`src/rtl/pbt_pkg.sv`:
```
// Shared types for the PWM timer with blanked clear.
// Assumes: compare reference modes are a single bit per channel.
package pbt_pkg;
    typedef enum logic {
        PWM_BELOW = 1'b0,   // reference high while counter < compare
        PWM_ABOVE = 1'b1    // reference high while counter >= compare
    } pwm_mode_e;
endpackage

```
`src/rtl/pbt_counter.sv`:
```
// Time base: up-counter 0..P with a preloaded period, update pulse,
// start pulse, one-pulse stop and trigger reset-and-start.
// Assumes: trig_i is synchronous to clk; start_i is ignored while running.
module pbt_counter #(
    parameter int unsigned CW         = 16,
    parameter int unsigned DEF_PERIOD = 1700
) (
    input  logic          clk,
    input  logic          rst_n,
    input  logic          start_i,
    input  logic          trig_i,
    input  logic          slave_en_i,
    input  logic          one_pulse_i,
    input  logic [CW-1:0] period_i,
    output logic [CW-1:0] cnt_o,
    output logic          ovf_o,
    output logic          update_o
);
    localparam logic [CW-1:0] ONE     = CW'(1);
    localparam logic [CW-1:0] PER_RST = CW'(DEF_PERIOD);

    logic [CW-1:0] cnt_q;
    logic [CW-1:0] per_q;
    logic          run_q;
    logic          trig_q;
    logic          trig_edge;

    // Rising edge of the trigger, only when trigger mode is enabled
    assign trig_edge = slave_en_i & trig_i & ~trig_q;
    // End of period; a coincident trigger restart suppresses it
    assign ovf_o     = run_q & (cnt_q == per_q) & ~trig_edge;
    assign cnt_o     = cnt_q;

    // Counter, shadow period, run flag and update pulse registers
    always_ff @(posedge clk) begin
        if (!rst_n) begin
            cnt_q    <= '0;
            per_q    <= PER_RST;
            run_q    <= 1'b0;
            trig_q   <= 1'b0;
            update_o <= 1'b0;
        end else begin
            trig_q   <= trig_i;
            update_o <= ovf_o;
            if (trig_edge || ovf_o) begin
                cnt_q <= '0;
            end else if (run_q) begin
                cnt_q <= cnt_q + ONE;
            end
            if (ovf_o) begin
                per_q <= period_i;
            end
            if (trig_edge || start_i) begin
                run_q <= 1'b1;
            end else if (ovf_o && one_pulse_i) begin
                run_q <= 1'b0;
            end
        end
    end


    cnt_bound_chk: assert property (@(posedge clk) disable iff (!rst_n)
        cnt_q <= per_q);

    upd_at_zero_chk: assert property (@(posedge clk) disable iff (!rst_n)
        update_o |-> (cnt_q == '0));

    per_hold_chk: assert property (@(posedge clk) disable iff (!rst_n)
        !ovf_o |=> $stable(per_q));

    one_pulse_stop_chk: assert property (@(posedge clk) disable iff (!rst_n)
        (ovf_o && one_pulse_i && !start_i) |=> (!run_q && cnt_q == '0));

    trig_no_upd_chk: assert property (@(posedge clk) disable iff (!rst_n)
        trig_edge |=> (cnt_q == '0 && !update_o && run_q));
endmodule

```
`src/rtl/pbt_compare.sv`:
```
// One compare unit: raw reference level from counter, compare value and mode.
// Assumes: purely combinational; polarity, enable and clear are applied above.
module pbt_compare
    import pbt_pkg::*;
#(
    parameter int unsigned CW = 16
) (
    input  logic [CW-1:0] cnt_i,
    input  logic [CW-1:0] cmp_i,
    input  pwm_mode_e     mode_i,
    output logic          ref_o
);
    // Select the comparison sense by mode
    always_comb begin
        unique case (mode_i)
            PWM_BELOW: ref_o = (cnt_i < cmp_i);
            PWM_ABOVE: ref_o = (cnt_i >= cmp_i);
            default:   ref_o = 1'b0;
        endcase
    end
endmodule

```
`src/rtl/pbt_clear_latch.sv`:
```
// Clear flag: set by a comparator request outside blanking, cleared by update.
// Assumes: ovf_i marks the clock edge that raises the update pulse.
module pbt_clear_latch (
    input  logic clk,
    input  logic rst_n,
    input  logic cmp_i,
    input  logic blank_i,
    input  logic ovf_i,
    output logic flag_o
);
    logic flag_q;
    logic qual;

    // Comparator request with blanking applied
    assign qual   = cmp_i & ~blank_i;
    assign flag_o = flag_q;

    // Flag register: update has priority over a new request
    always_ff @(posedge clk) begin
        if (!rst_n) begin
            flag_q <= 1'b0;
        end else if (ovf_i) begin
            flag_q <= 1'b0;
        end else if (qual) begin
            flag_q <= 1'b1;
        end
    end


    upd_wins_chk: assert property (@(posedge clk) disable iff (!rst_n)
        ovf_i |=> !flag_q);

    clr_set_chk: assert property (@(posedge clk) disable iff (!rst_n)
        (cmp_i && !blank_i && !ovf_i) |=> flag_q);

    blank_mask_chk: assert property (@(posedge clk) disable iff (!rst_n)
        (!flag_q && (blank_i || !cmp_i)) |=> !flag_q);
endmodule

```
`src/rtl/pwm_blank_timer.sv`:
```
// PWM timer top: shared counter, NCH compare channels, blanked clear on
// channel CLR_CH with blanking taken from channel BLANK_CH.
// Assumes: CLR_CH != BLANK_CH; pins are combinational from registered state.
module pwm_blank_timer
    import pbt_pkg::*;
#(
    parameter int unsigned CW         = 16,
    parameter int unsigned NCH        = 4,
    parameter int unsigned DEF_PERIOD = 1700,
    parameter int unsigned CLR_CH     = 1,
    parameter int unsigned BLANK_CH   = 2
) (
    input  logic              clk,
    input  logic              rst_n,
    input  logic              start_i,
    input  logic              trig_i,
    input  logic              slave_en_i,
    input  logic              one_pulse_i,
    input  logic              cmp_in_i,
    input  logic [CW-1:0]     period_i,
    input  logic [NCH*CW-1:0] cmp_val_i,
    input  logic [NCH-1:0]    mode_i,
    input  logic [NCH-1:0]    pol_i,
    input  logic [NCH-1:0]    chan_en_i,
    output logic [NCH-1:0]    ch_o,
    output logic              update_o
);
    logic [CW-1:0]  cnt;
    logic           ovf;
    logic           clr_flag;
    logic [NCH-1:0] ref_raw;
    logic [NCH-1:0] ref_fin;

    pbt_counter #(.CW(CW), .DEF_PERIOD(DEF_PERIOD)) u_cnt (
        .clk        (clk),
        .rst_n      (rst_n),
        .start_i    (start_i),
        .trig_i     (trig_i),
        .slave_en_i (slave_en_i),
        .one_pulse_i(one_pulse_i),
        .period_i   (period_i),
        .cnt_o      (cnt),
        .ovf_o      (ovf),
        .update_o   (update_o)
    );

    pbt_clear_latch u_clr (
        .clk    (clk),
        .rst_n  (rst_n),
        .cmp_i  (cmp_in_i),
        .blank_i(ref_raw[BLANK_CH]),
        .ovf_i  (ovf),
        .flag_o (clr_flag)
    );

    for (genvar g = 0; g < NCH; g++) begin : g_ch
        pbt_compare #(.CW(CW)) u_cmp (
            .cnt_i (cnt),
            .cmp_i (cmp_val_i[g*CW +: CW]),
            .mode_i(pwm_mode_e'(mode_i[g])),
            .ref_o (ref_raw[g])
        );
        if (g == CLR_CH) begin : g_clr
            // Cleared channel: reference forced low while the flag is set
            assign ref_fin[g] = ref_raw[g] & ~clr_flag;
        end else begin : g_plain
            // Ordinary channel: reference passes through
            assign ref_fin[g] = ref_raw[g];
        end
        // Pin: polarity then enable gate
        assign ch_o[g] = chan_en_i[g] & (ref_fin[g] ^ pol_i[g]);
    end


    clr_pin_chk: assert property (@(posedge clk) disable iff (!rst_n)
        (clr_flag && chan_en_i[CLR_CH]) |-> (ch_o[CLR_CH] == pol_i[CLR_CH]));

    upd_single_chk: assert property (@(posedge clk) disable iff (!rst_n)
        update_o |=> !update_o);
endmodule

```
`config.mk`:
```
export PLATFORM = sky130hd
export DESIGN_NAME = pwm_blank_timer
export DESIGN_NICKNAME = d
export VERILOG_FILES = /design/src/rtl/pbt_pkg.sv /design/src/rtl/pbt_counter.sv /design/src/rtl/pbt_compare.sv /design/src/rtl/pbt_clear_latch.sv /design/src/rtl/pwm_blank_timer.sv
export SDC_FILE = /design/constraint.sdc
export NUM_CORES = 1
export LEC_CHECK = 0
export ABC_AREA = 1
export CAP_MARGIN = 20
export CORE_AREA = 2 2 76 150
export CTS_BUF_LIST = sky130_fd_sc_hd__clkbuf_4
export CTS_CLUSTER_DIAMETER = 120
export DETAILED_ROUTE_END_ITERATION = 8
export DIE_AREA = 0 0 78 152
export SLEW_MARGIN = 30
export SYNTH_ARGS = -nofsm -noshare
export SYNTH_HDL_FRONTEND = slang
export SYNTH_SLANG_ARGS = --single-unit
```
`constraint.sdc`:
```
create_clock -name clk -period 2.4 [get_ports clk]
set_clock_uncertainty 0.15 [all_clocks]
set_input_delay 0.36 -clock clk [delete_from_list [all_inputs] [get_ports clk]]
set_output_delay 0.36 -clock clk [all_outputs]
set_load 0.01 [all_outputs]
```
Word-level counts from Yosys, hierarchy flattened:

Index checks and enable logic that the tools add are counted.

* bits in registers: 36
* word-level logic and storage cells: 51

* mux-type cells: 6
* bitwise operators: 23
* reduce and logical (&&, ||, !) cells: 6
* $add $sub $neg: 1
* $lt $le $gt $ge: 8
* eq/ne operators: 1

Operators with widths (count)
* $ge 16x16->1: 4
* $lt 16x16->1: 4
* $add 16x1->16 const B: 1
* $eq 16x16->1: 1
* $and 1x1->1: 10
* $not 1->1: 9
* $pmux 1 s2: 4
* $reduce_or 2->1: 2
* $xor 1x1->1: 4
* $logic_or 1x1->1: 2
* $mux 1: 2
* $reduce_bool 2->1: 1
* $logic_and 1x1->1: 1

Depth between registers and ports, before layout:

Gate-level depths: netlist (run 1).

* depth in word-level cells: 7
* depth in mapped cells: 16
* depth with buffers taken out: 16

Modules after synthesis:

From an unflattened synthesis (run 1), not the netlist that was laid out.

* cell total of the unflattened synthesis: 645
* area total of the unflattened synthesis: 3867.5 um2

By module, submodules not included
* pbt_counter: instances 1, seq. area each 700.7 um2, cells each 301, area each 1916.8 um2
* pbt_compare: instances 4, seq. area each 0.0 um2, cells each 80, area each 457.9 um2
* pwm_blank_timer: instances 1, seq. area each 0.0 um2, cells each 17, area each 71.3 um2
* pbt_clear_latch: instances 1, seq. area each 20.0 um2, cells each 7, area each 47.5 um2

Worst setup path before layout (run 1):

No wires, ideal clock.

* path kind: register -> output
* start point: register u_cnt.cnt_q[3] (netlist: u_cnt.cnt_o[3])
* end point: output ch_o[1]
* slack: 395 ps
* data required time: 1890 ps
* path buffers: 0
* arrival: 1495 ps
* stages on the path, launching flop included: 15
* cell sequence: dfxtp_1 > ha_1 > nand2_1 > inv_1 > nand2_1 > nand2_1 > nand2_1 > nand2_1 > nand2_1 > nand2_1 > nand2_1 > nand3_1 > nand2_1 > inv_1 > nor2_1

* cells in the longest elaborated chain, start to end: 5

RTL lines
* start: declaration: line pbt_counter.sv:22 `logic [CW-1:0] cnt_q;`
* start signal: assignment: line pbt_counter.sv:48 `cnt_q <= cnt_q + ONE;`
* $ge 16x16->1 or $lt 16x16->1 (tied branches): line pbt_compare.sv:17, pbt_compare.sv:16
* $pmux 1 s2 (*): line pbt_compare.sv:15 `unique case (mode_i)`
* $and 1x1->1 (*): line pwm_blank_timer.sv:65 `assign ref_fin[g] = ref_raw[g] & ~clr_flag;`
* $xor 1x1->1 (*): line pwm_blank_timer.sv:71 `assign ch_o[g] = chan_en_i[g] & (ref_fin[g] ^ pol_i[g]);`
* $and 1x1->1 (*): line pwm_blank_timer.sv:71
* end: declaration: line pwm_blank_timer.sv:25 `output logic [NCH-1:0] ch_o,`

Every way passes the cells marked *; elsewhere a longest branch is shown, timed or not.

Final worst setup path (run 1):

* start point: input cmp_val_i[41]
* end point: output ch_o[2]

* cells in the longest elaborated chain, start to end: 4

RTL lines
* start: declaration: line pwm_blank_timer.sv:21 `input logic [NCH*CW-1:0] cmp_val_i,`
* $ge 16x16->1 or $lt 16x16->1 (tied branches): line pbt_compare.sv:17, pbt_compare.sv:16
* $pmux 1 s2 (*): line pbt_compare.sv:15
* $xor 1x1->1 (*): line pwm_blank_timer.sv:71
* $and 1x1->1 (*): line pwm_blank_timer.sv:71

Marked as above.

==> impl_metrics.tcl, run 1 <==
set metrics [dict create \
    cts-root-buf "clkbuf_4" \
    grtUsageMet2_pct 36.86 \
    critPathKind "input pin to output pin" \
    first_iter_violations 76 \
    cts_buffer_depth 2 \
    synth_ff_type "dfxtp_1" \
    grt_use_met1_pct 16.97 \
    nFillCells 1078 \
    synth_largest_area_cell "ha_1" \
    use_met3_pct 2.672 \
    drtPass1Iterations 4 \
    synth_area_leaders "ha_1 (22%), dfxtp_1 (20%), nand2_1 (14%)" \
    synth_warnings 0 \
    die_x_microns 78 \
    ys_types 32 \
    routedWlPerCell_microns 12.87 \
    cts_sinks 36 \
    drive_above_1_share_pct 28.93 \
    rsz0062_at_grt "yes" \
    numPortBuffers 103 \
    drv_cap 0 \
    drc 0 \
    overflow 0 \
    layout_setup_ws_ns -0.1855 \
    p_comb_share_pct 31.3 \
    antenna_found_initial 1 \
    die_y_microns 152 \
    grt_pass1_wl_microns 18080 \
    final_util_pct 53.85 \
    wirelength_microns 10980 \
    ir_worst_vdd_v 0.0003058 \
    viasPerCell 4.693 \
    slew_viol_final 0 \
    synth-edff-count 0 \
    synth_most_common_cell "nand2_1" \
    dpl.cell_count 832 \
    switchingPower_mw 0.3723 \
    fin_crit_sh_pct 107.7 \
    setup_viol 4 \
    place_ws_ns -0.7326 \
    area_growth_pct 59.79 \
    period_minus_slack_ns 2.586 \
    power.density_mw_per_mm2 223.1 \
    grt_max_degree 17 \
    critical_path.max_fanout 3 \
    grt_use_total_pct 18.92 \
    slew_headroom_pct 70.24 \
    synth_top_area_share_pct 22.32 \
    outcome "complete, but fails checks" \
    syn_area_per_cell_sq_um 6.460 \
    worst_pin_slew_ns 0.4448 \
    place.gp.congestion 0.8588 \
    ys_seq_area_share_pct 19.78 \
    die_area_sq_mm 0.01186 \
    vias 4003 \
    cts.clk_slew.worst_paths_ns 0.10 \
    ant_nets 0 \
    num_rows 54 \
    fin_cells 853 \
    ys_async_sr_fraction_pct 0 \
    worstHoldPathType "flip-flop to flip-flop" \
    critPathLaunchType "input pin" \
    netlist_area_sq_mm 0.003643 \
    fmaxAchievable_mhz 386.8 \
    ios 104 \
    cts_hold_buf 0 \
    nNetsFinal 876 \
    synth_nets 728 \
    p_sw_share_pct 28.67 \
    hold_violations 0 \
    core_area_sq_mm 0.01081 \
    h-tree-depth 2 \
    ys_seq_elements 36 \
    cp.required_ns 1.89 \
    busiest_layer "met2" \
    insertion_delay_ns 0.35 \
    grt_pass1_vias 4253 \
    leakage_nw 2.850 \
    cts-buffers-inserted 5 \
    hpwl_microns 8665 \
    start_util_pct 33.70 \
    cts_tree "built" \
    endpoint_kind "output pin" \
    seq_power_share_pct 46.0 \
    p_int_mw 0.9264 \
    synth_cells 564 \
    violations "negative setup slack" \
    p_clk_share_pct 22.8 \
    worstPathArrival_ns 2.08 \
    ys_top_cells_by_count "nand2_1 (140), inv_1 (126), ha_1 (65)" \
]
==> metrics by stage <==
stage / cell area, sq um / TNS [ns] / total power, mW / hold WS (ns)
floorplan: 3643 / 0 / 0.7605 / 0.2884
global placement: 5026 / -2.593 / 0.9688 / 0.3035
detailed placement: 5026 / -2.801 / 0.9764 / 0.3069
CTS: 5532 / -0.8901 / 1.290 / 0.3228
global route: 5822 / -1.219 / 1.382 / 0.3492
finish: 5822 / -0.6304 / 1.299 / 0.3216
==> power by group through the flow <==
stage	Combinational, mW	Sequential (mW)	Clock, mW
2_1_floorplan	0.141	0.619	0
3_3_place_gp	0.350	0.619	0
3_5_place_dp	0.357	0.619	0
4_1_cts	0.380	0.600	0.310
5_1_grt	0.452	0.598	0.332
6_report	0.406	0.597	0.296
==> flip-flops by register name, indices dropped and copies added (netlist names) <==
register	cells
u_clr.flag_o	1
u_cnt.cnt_o	16
u_cnt.run_q	1
u_cnt.per_q	16
u_cnt.update_o	1
u_cnt.trig_q	1
==> path summary, 6_finish.rpt <==
path	start	end	slack (ns)	depth (start not counted)
setup / recovery	cmp_val_i[41]	ch_o[2]	-0.19	14
hold / removal	u_cnt.per_q[14]	u_cnt.per_q[14]	0.32	2
setup reg to reg	u_cnt.cnt_o[7]	u_cnt.per_q[2]	0.22	15
hold reg to reg	u_cnt.per_q[14]	u_cnt.per_q[14]	0.32	2
==> critical path, stage by stage <==
cell             delay [ns]
clkdlybuf4s50_1        0.47
inv_2                  0.05
ha_4                   0.27
nand2_2                0.05
nor2_2                 0.10
nand4_1                0.14
inv_1                  0.09
nand2_2                0.07
nand2_2                0.08
nand2_4                0.06
nand3_2                0.07
nand2_1                0.05
nor2_1                 0.07
buf_2                  0.14
==> cell families after synthesis <==
family | count (synthesis) | synth area share, %
and+or+nand+nor | 245 | 28.91
adders and majority gates | 65 | 22.32
AOI/OAI and AO/OA | 68 | 10.61
buffers and inverters | 134 | 14.53
xor gates and xnor gates | 16 | 3.846
DFF | 36 | 19.78
==> routing by layer <==
layer	vias up	share of wire (%)
li1	2066	-
met3	43	3.4
met1	1795	33
met4	0	6.0
met2	99	58
met5	-	0
==> area by class of cell <==
| class | instances | area (sq um) | area share (%) |
|---|---|---|---|
| multi-input combinational | 394 | 3008 | 51.67 |
| timing repair buffer | 145 | 1338 | 22.97 |
| sequential | 36 | 763.2 | 13.11 |
| inverter | 130 | 490.5 | 8.425 |
| tap | 140 | 175.2 | 3.009 |
| clock buffer | 5 | 37.54 | 0.6447 |
| clock inverter | 2 | 7.507 | 0.1289 |
| antenna | 1 | 2.502 | 0.04298 |
==> timing repair <==
action / in CTS / in global routing
setup buffers: 8 / 7
pin swaps: 101 / 41
cloned: 0 / 0
endpoints found under the setup margin: 4 / 37
gates resized for setup: 149 / 64
==> placed cells by master, fill, tap and decap left out, drive strengths merged, types with 3 or more instances in the layout <==
master and count:
clkbuf 5, nor3 4, xnor2 5, nand3 17, buf 46, o21ai 21, dlygate4sd2 27, nand3b 3
o21a 3, ha 65, xor2 11, nor2 56, nand4 17, clkdlybuf4s50 71, inv 130, dfxtp 36
a21oi 39, nand2 140, o21bai 4
Note: power is estimated with default switching activity, not from simulation.
==> run 2, diff against run 1 <==
--- a/config.mk
+++ b/config.mk
@@ -12,6 +12,8 @@
 export CTS_CLUSTER_DIAMETER = 120
 export DETAILED_ROUTE_END_ITERATION = 8
 export DIE_AREA = 0 0 78 152
+export GPL_ROUTABILITY_DRIVEN = 0
+export RECOVER_POWER = 100
 export SLEW_MARGIN = 30
 export SYNTH_ARGS = -nofsm -noshare
 export SYNTH_HDL_FRONTEND = slang
==> run 2 against run 1 <==
The run still ends with negative setup slack left. Non-clock buffer count stayed put. Total power hardly changed. Sequential share of layout area hardly changed. Clock power hardly changed. Worst hold slack hardly changed. Fmax stayed put. Critical path type unchanged. Largest power group unchanged. Highest routed layer unchanged.
==> impl_metrics.tcl, run 2 (synthesis gave the netlist of run 1 again) <==
set metrics [dict create \
    grt_max_degree 17 \
    num_rows 54 \
    worstHoldPathType "flip-flop to flip-flop" \
    hold_depth 2 \
    die_y_microns 152 \
    drc 0 \
    cts_sinks 36 \
    first_iter_violations 76 \
    leakage_nw 2.850 \
    grt_pass1_vias 4253 \
    die_x_microns 78 \
    insertion_delay_ns 0.35 \
    nFillCells 1082 \
    routedWlPerCell_microns 12.88 \
    nNetsFinal 876 \
    hold_violations 0 \
    ios 104 \
    violations "negative setup slack" \
    endpoint_kind "output pin" \
    min_to "u_cnt.per_q[14]" \
    cts-root-buf "clkbuf_4" \
    slew_viol_final 0 \
    cp.required_ns 1.89 \
    layout_commonest_cell "nand2_1" \
    worstPathArrival_ns 2.08 \
    start_util_pct 33.70 \
    ff2ff_setup_slack_ns 0.11 \
    rr_startpoint "u_cnt.cnt_o[7]" \
    min_from "u_cnt.per_q[14]" \
    ant_nets 0 \
    drive_above_1_share_pct 28.51 \
    critPathKind "input pin to output pin" \
    total_power_mw 1.298 \
    critical_path.max_fanout 3 \
    hpwl_microns 8665 \
    final_cell_mix "nand2_1 (106), inv_1 (104), clkdlybuf4s50_1 (69)" \
    slew_headroom_pct 70.23 \
    viasPerCell 4.700 \
    core_area_sq_mm 0.01081 \
    critPathLaunchType "input pin" \
    final.setup.tns_ns -0.6304 \
    worst_pin_slew_ns 0.4448 \
    wirelength_microns 10990 \
    cts_hold_buf 0 \
    drtPass1Iterations 4 \
    cts_buffer_depth 2 \
    area_growth_pct 59.55 \
    antenna_found_initial 1 \
    r2r_cells 16 \
    rsz0062_at_grt "yes" \
    setup_viol 4 \
    numPortBuffers 103 \
    fmaxAchievable_mhz 386.8 \
    outcome "complete, but fails checks" \
    grt_pass1_wl_microns 18080 \
    period_minus_slack_ns 2.586 \
    cts_tree "built" \
    vias 4009 \
    die_area_sq_mm 0.01186 \
    fin_crit_sh_pct 107.7 \
    layout_setup_ws_ns -0.1855 \
    cts.clk_slew.worst_paths_ns 0.10 \
    ir_worst_vdd_v 0.0003057 \
    grt_use_total_pct 18.92 \
    drv_cap 0 \
    power.density_mw_per_mm2 223.4 \
    overflow 0 \
    h-tree-depth 2 \
    cts-buffers-inserted 5 \
    timing.rr.end "u_cnt.per_q[2]" \
]
==> run 2: cell count changes in the layout (fill, tap and decap cells not counted), sizes merged <==
cell	previous run	this run
clkbuf	5	6
buf	46	45
dlygate4sd3	0	2
clkdlybuf4s50	71	69
==> run 2: power breakdown <==
group	leakage [nW]	switching [mW]	total (mW)	internal, mW
combinational	2.52	0.175	0.406	0.231
clock	0.0261	0.194	0.296	0.102
sequential	0.302	0.00418	0.597	0.593
==> run 2: through the flow <==
stage	instances	hold slack, ns	utilization, %	worst slack (ns)	cell area [sq um]
after floorplan	564	0.2884	-	0.3949	3643
after global placement	832	0.3035	46.49	-0.7086	5026
after detailed placement	832	0.3069	46.49	-0.7326	5026
after CTS	847	0.3228	51.17	-0.1848	5532
after global routing	853	0.3492	53.77	-0.3070	5813
final	853	0.3215	53.77	-0.1855	5813
==> run 2: layer usage <==
| layer | routed length, microns | vias to the layer above | track usage, % |
|---|---|---|---|
| met5 | 0 | - | 0 |
| met4 | 661 | 0 | 13.37 |
| met3 | 401 | 43 | 2.672 |
| met2 | 6371 | 105 | 36.86 |
| met1 | 3552 | 1793 | 16.97 |
| li1 | - | 2068 | - |
==> run 2: area by class of cell <==
type | count | area [sq um] | share of cell area, %
Antenna cell | 1 | 2.502 | 0.04305
Clock buffer | 5 | 37.54 | 0.6457
Clock inverter | 2 | 7.507 | 0.1291
Inverter | 130 | 490.5 | 8.437
Multi-Input combinational cell | 394 | 3003 | 51.66
Sequential cell | 36 | 763.2 | 13.13
Tap cell | 140 | 175.2 | 3.013
Timing Repair Buffer | 145 | 1334 | 22.94
==> run 2: repair_timing <==
item                                   CTS  global route
setup endpoints to repair                4            37
setup buffers                            8             7
endpoints found under the hold margin    0             0
gates resized for setup                149            64
pin swaps                              101            41
==> run 2: worst max-delay path by stage <==
stage | from | end | slack [ns]
after global placement | cmp_val_i[23] | ch_o[1] | -0.71
after floorplan | u_cnt.cnt_o[3] | ch_o[1] | 0.39
after global routing | cmp_val_i[24] | ch_o[1] | -0.31
after CTS | cmp_val_i[35] | ch_o[2] | -0.18
after detailed placement | cmp_val_i[23] | ch_o[1] | -0.73
final | cmp_val_i[41] | ch_o[2] | -0.19
==> run 2: worst max-delay path, stage by stage <==
cell and delay, ns:
clkdlybuf4s50_1 0.47, inv_2 0.05, ha_4 0.27, nand2_2 0.05, nor2_2 0.10, nand4_1 0.14
inv_1 0.09, nand2_2 0.07, nand2_2 0.08, nand2_4 0.06, nand3_2 0.07, nand2_1 0.05
nor2_1 0.07, buf_2 0.14
==> run 3, diff against run 2 <==
--- a/config.mk
+++ b/config.mk
@@ -6,7 +6,6 @@
 export NUM_CORES = 1
 export LEC_CHECK = 0
 export ABC_AREA = 1
-export CAP_MARGIN = 20
 export CORE_AREA = 2 2 76 150
 export CTS_BUF_LIST = sky130_fd_sc_hd__clkbuf_4
 export CTS_CLUSTER_DIAMETER = 120
@@ -14,6 +13,7 @@
 export DIE_AREA = 0 0 78 152
 export GPL_ROUTABILITY_DRIVEN = 0
 export RECOVER_POWER = 100
+export REMOVE_ABC_BUFFERS = 1
 export SLEW_MARGIN = 30
 export SYNTH_ARGS = -nofsm -noshare
 export SYNTH_HDL_FRONTEND = slang
==> constraint.sdc (replaced) <==
create_clock -name clk -period 2.4 [get_ports clk]
set_clock_uncertainty 0.15 [all_clocks]
set_input_delay 0.6 -clock clk [delete_from_list [all_inputs] [get_ports clk]]
set_output_delay 0.6 -clock clk [all_outputs]
set_load 0.01 [all_outputs]
==> run 3 against run 2 <==
The run still ends with negative setup slack left. Count of clock-buffer cells in the layout is the same. Non-clock buffer count down 9. Sequential share of layout area shrank 0.12 points. Die area stayed put. Total power up 2.0%. Via count hardly changed. Design area rose by 2.3%. Global-route usage up 0.72 points. Largest cell class unchanged. Largest power group unchanged.
==> impl_metrics.tcl, run 3 (synthesis gave the netlist of run 1 again) <==
set metrics [dict create \
    outcome "complete, but fails checks" \
    violations "negative setup slack" \
    hpwl_microns 8973 \
    drv_cap 0 \
    p_sw_share_pct 30.48 \
    ios 104 \
    path_cells "dlygate4sd2_1 -> inv_2 -> ha_4 -> nand2_2 -> nor2_4 -> nand4_1 -> o21ai_2 -> nand3_2 -> nand3_2 -> nand2_1 -> nor2_1 -> buf_2" \
    routedWlPerCell_microns 13.54 \
    worstHoldPathType "flip-flop to flip-flop" \
    layout_setup_ws_ns -0.4234 \
    antennaDiodeCount 0 \
    slowest_stage "ha_4" \
    ant_nets 0 \
    ir_worst_vdd_v 0.0002748 \
    worstPathArrival_ns 2.07 \
    num_rows 54 \
    cts_sinks 36 \
    grt_use_total_pct 19.64 \
    final_util_pct 54.99 \
    final_cell_mix "nand2_1 (101), inv_1 (75), inv_2 (54)" \
    grt_max_degree 17 \
    leakage_nw 2.796 \
    vias 4005 \
    period_minus_slack_ns 2.823 \
    switchingPower_mw 0.4037 \
    wirelength_microns 11430 \
    p_comb_share_pct 31.8 \
    die_area_sq_mm 0.01186 \
    nFillCells 1056 \
    setup_viol 4 \
    nNetsFinal 867 \
    viasPerCell 4.745 \
    fin_crit_sh_pct 117.6 \
    critPathKind "input pin to output pin" \
    antenna_found_initial 0 \
    slew_viol_final 0 \
    place_area_sq_mm 0.005034 \
    endpoint_kind "output pin" \
    numPortBuffers 103 \
    place_ws_ns -1.235 \
    cts-buffers-inserted 5 \
    cts_tree "built" \
    grt_pass1_vias 4257 \
    final_cell_area_sq_mm 0.005944 \
    die_x_microns 78 \
    slowest_delay_ns 0.25 \
    overflow 0 \
    cpMostUsedCell "nand3_2" \
    start_util_pct 33.70 \
    slew_headroom_pct 69.36 \
    p_clk_share_pct 23.5 \
    hold_violations 0 \
    rsz0062_at_grt "yes" \
    h-tree-depth 2 \
    layout_commonest_cell "nand2_1" \
    drive_above_1_share_pct 38.64 \
    worst_pin_slew_ns 0.4579 \
    first_iter_violations 94 \
    fmaxAchievable_mhz 354.2 \
    critPathLaunchType "input pin" \
    drtPass1Iterations 4 \
    cts.clk_slew.worst_paths_ns 0.11 \
    area_growth_pct 63.15 \
    cts-root-buf "clkbuf_4" \
    power.density_mw_per_mm2 222.8 \
    cts_buffer_depth 2 \
    drc 0 \
    grt_pass1_wl_microns 18760 \
    seq_power_share_pct 44.7 \
    final.setup.tns_ns -1.620 \
    core_area_sq_mm 0.01081 \
    p_int_mw 0.9207 \
    insertion_delay_ns 0.36 \
    cts_hold_buf 0 \
    die_y_microns 152 \
    cp.required_ns 1.65 \
    critical_path.max_fanout 2 \
]
==> run 3: cell count changes in the layout (fill, tap and decap cells not counted), moves of 5 or more <==
cell and change:
dlygate4sd2_1 +8, inv_2 +29, ha_1 -15, nand2_1 -5, ha_4 +16, inv_1 -29, buf_2 +13, clkdlybuf4s15_1 +14
nor2_1 -7, clkdlybuf4s50_1 -35
==> run 3: worst max-delay path: cells and delay by family <==
kind / cells / cell delay [ns]
buffers and inverters: 3 / 0.40
AO/OA/AOI/OAI: 1 / 0.16
adder cells (fa/ha/maj): 1 / 0.25
AND/OR/NAND/NOR: 7 / 0.66
==> run 3: power groups by stage <==
| stage | clock [mW] | combinational [mW] | sequential, mW |
|---|---|---|---|
| 2_1_floorplan | 0 | 0.133 | 0.621 |
| 3_3_place_gp | 0 | 0.351 | 0.619 |
| 3_5_place_dp | 0 | 0.362 | 0.619 |
| 4_1_cts | 0.324 | 0.398 | 0.595 |
| 5_1_grt | 0.351 | 0.467 | 0.593 |
| 6_report | 0.311 | 0.421 | 0.592 |
==> run 3: area by class of cell <==
type	count	area, sq um	area share (%)
multi-input combinational	394	3286	55.27
timing repair buffer	136	1169	19.66
sequential	36	773.2	13.01
inverter	130	490.5	8.251
tap	140	175.2	2.947
clock buffer	5	37.54	0.6314
clock inverter	3	13.76	0.2315
==> run 3: metal layers <==
| layer | vias up | GRT usage, % | part of all wire [%] |
|---|---|---|---|
| met3 | 26 | 2.435 | 2.9 |
| met1 | 1838 | 17.02 | 33 |
| li1 | 2058 | - | - |
| met2 | 83 | 42.16 | 61 |
| met5 | - | 0 | 0 |
| met4 | 0 | 7.769 | 3.0 |
==> run 3: timing repair <==
item                                    CTS  global route
pin swaps                               152            52
endpoints found under the setup margin    4             9
gates resized for setup                 312            52
setup buffers                             2             2
==> run 3: metrics by stage <==
step / hold slack (ns) / power, mW / std cells
2_1_floorplan: 0.2893 / 0.7543 / 560
3_3_place_gp: 0.3025 / 0.9699 / 833
3_5_place_dp: 0.3065 / 0.9804 / 833
4_1_cts: 0.3240 / 1.316 / 842
5_1_grt: 0.3516 / 1.412 / 844
6_report: 0.3190 / 1.324 / 844
==> run 3: final timing paths <==
check                       start               to  slack [ns]  depth (start not counted)
setup reg to reg  u_cnt.cnt_o[10]   u_cnt.per_q[3]        0.25                         12
hold reg to reg   u_cnt.per_q[14]  u_cnt.per_q[14]        0.32                          2
setup / recovery     cmp_val_i[6]          ch_o[0]       -0.42                         12
hold / removal    u_cnt.per_q[14]  u_cnt.per_q[14]        0.32                          2
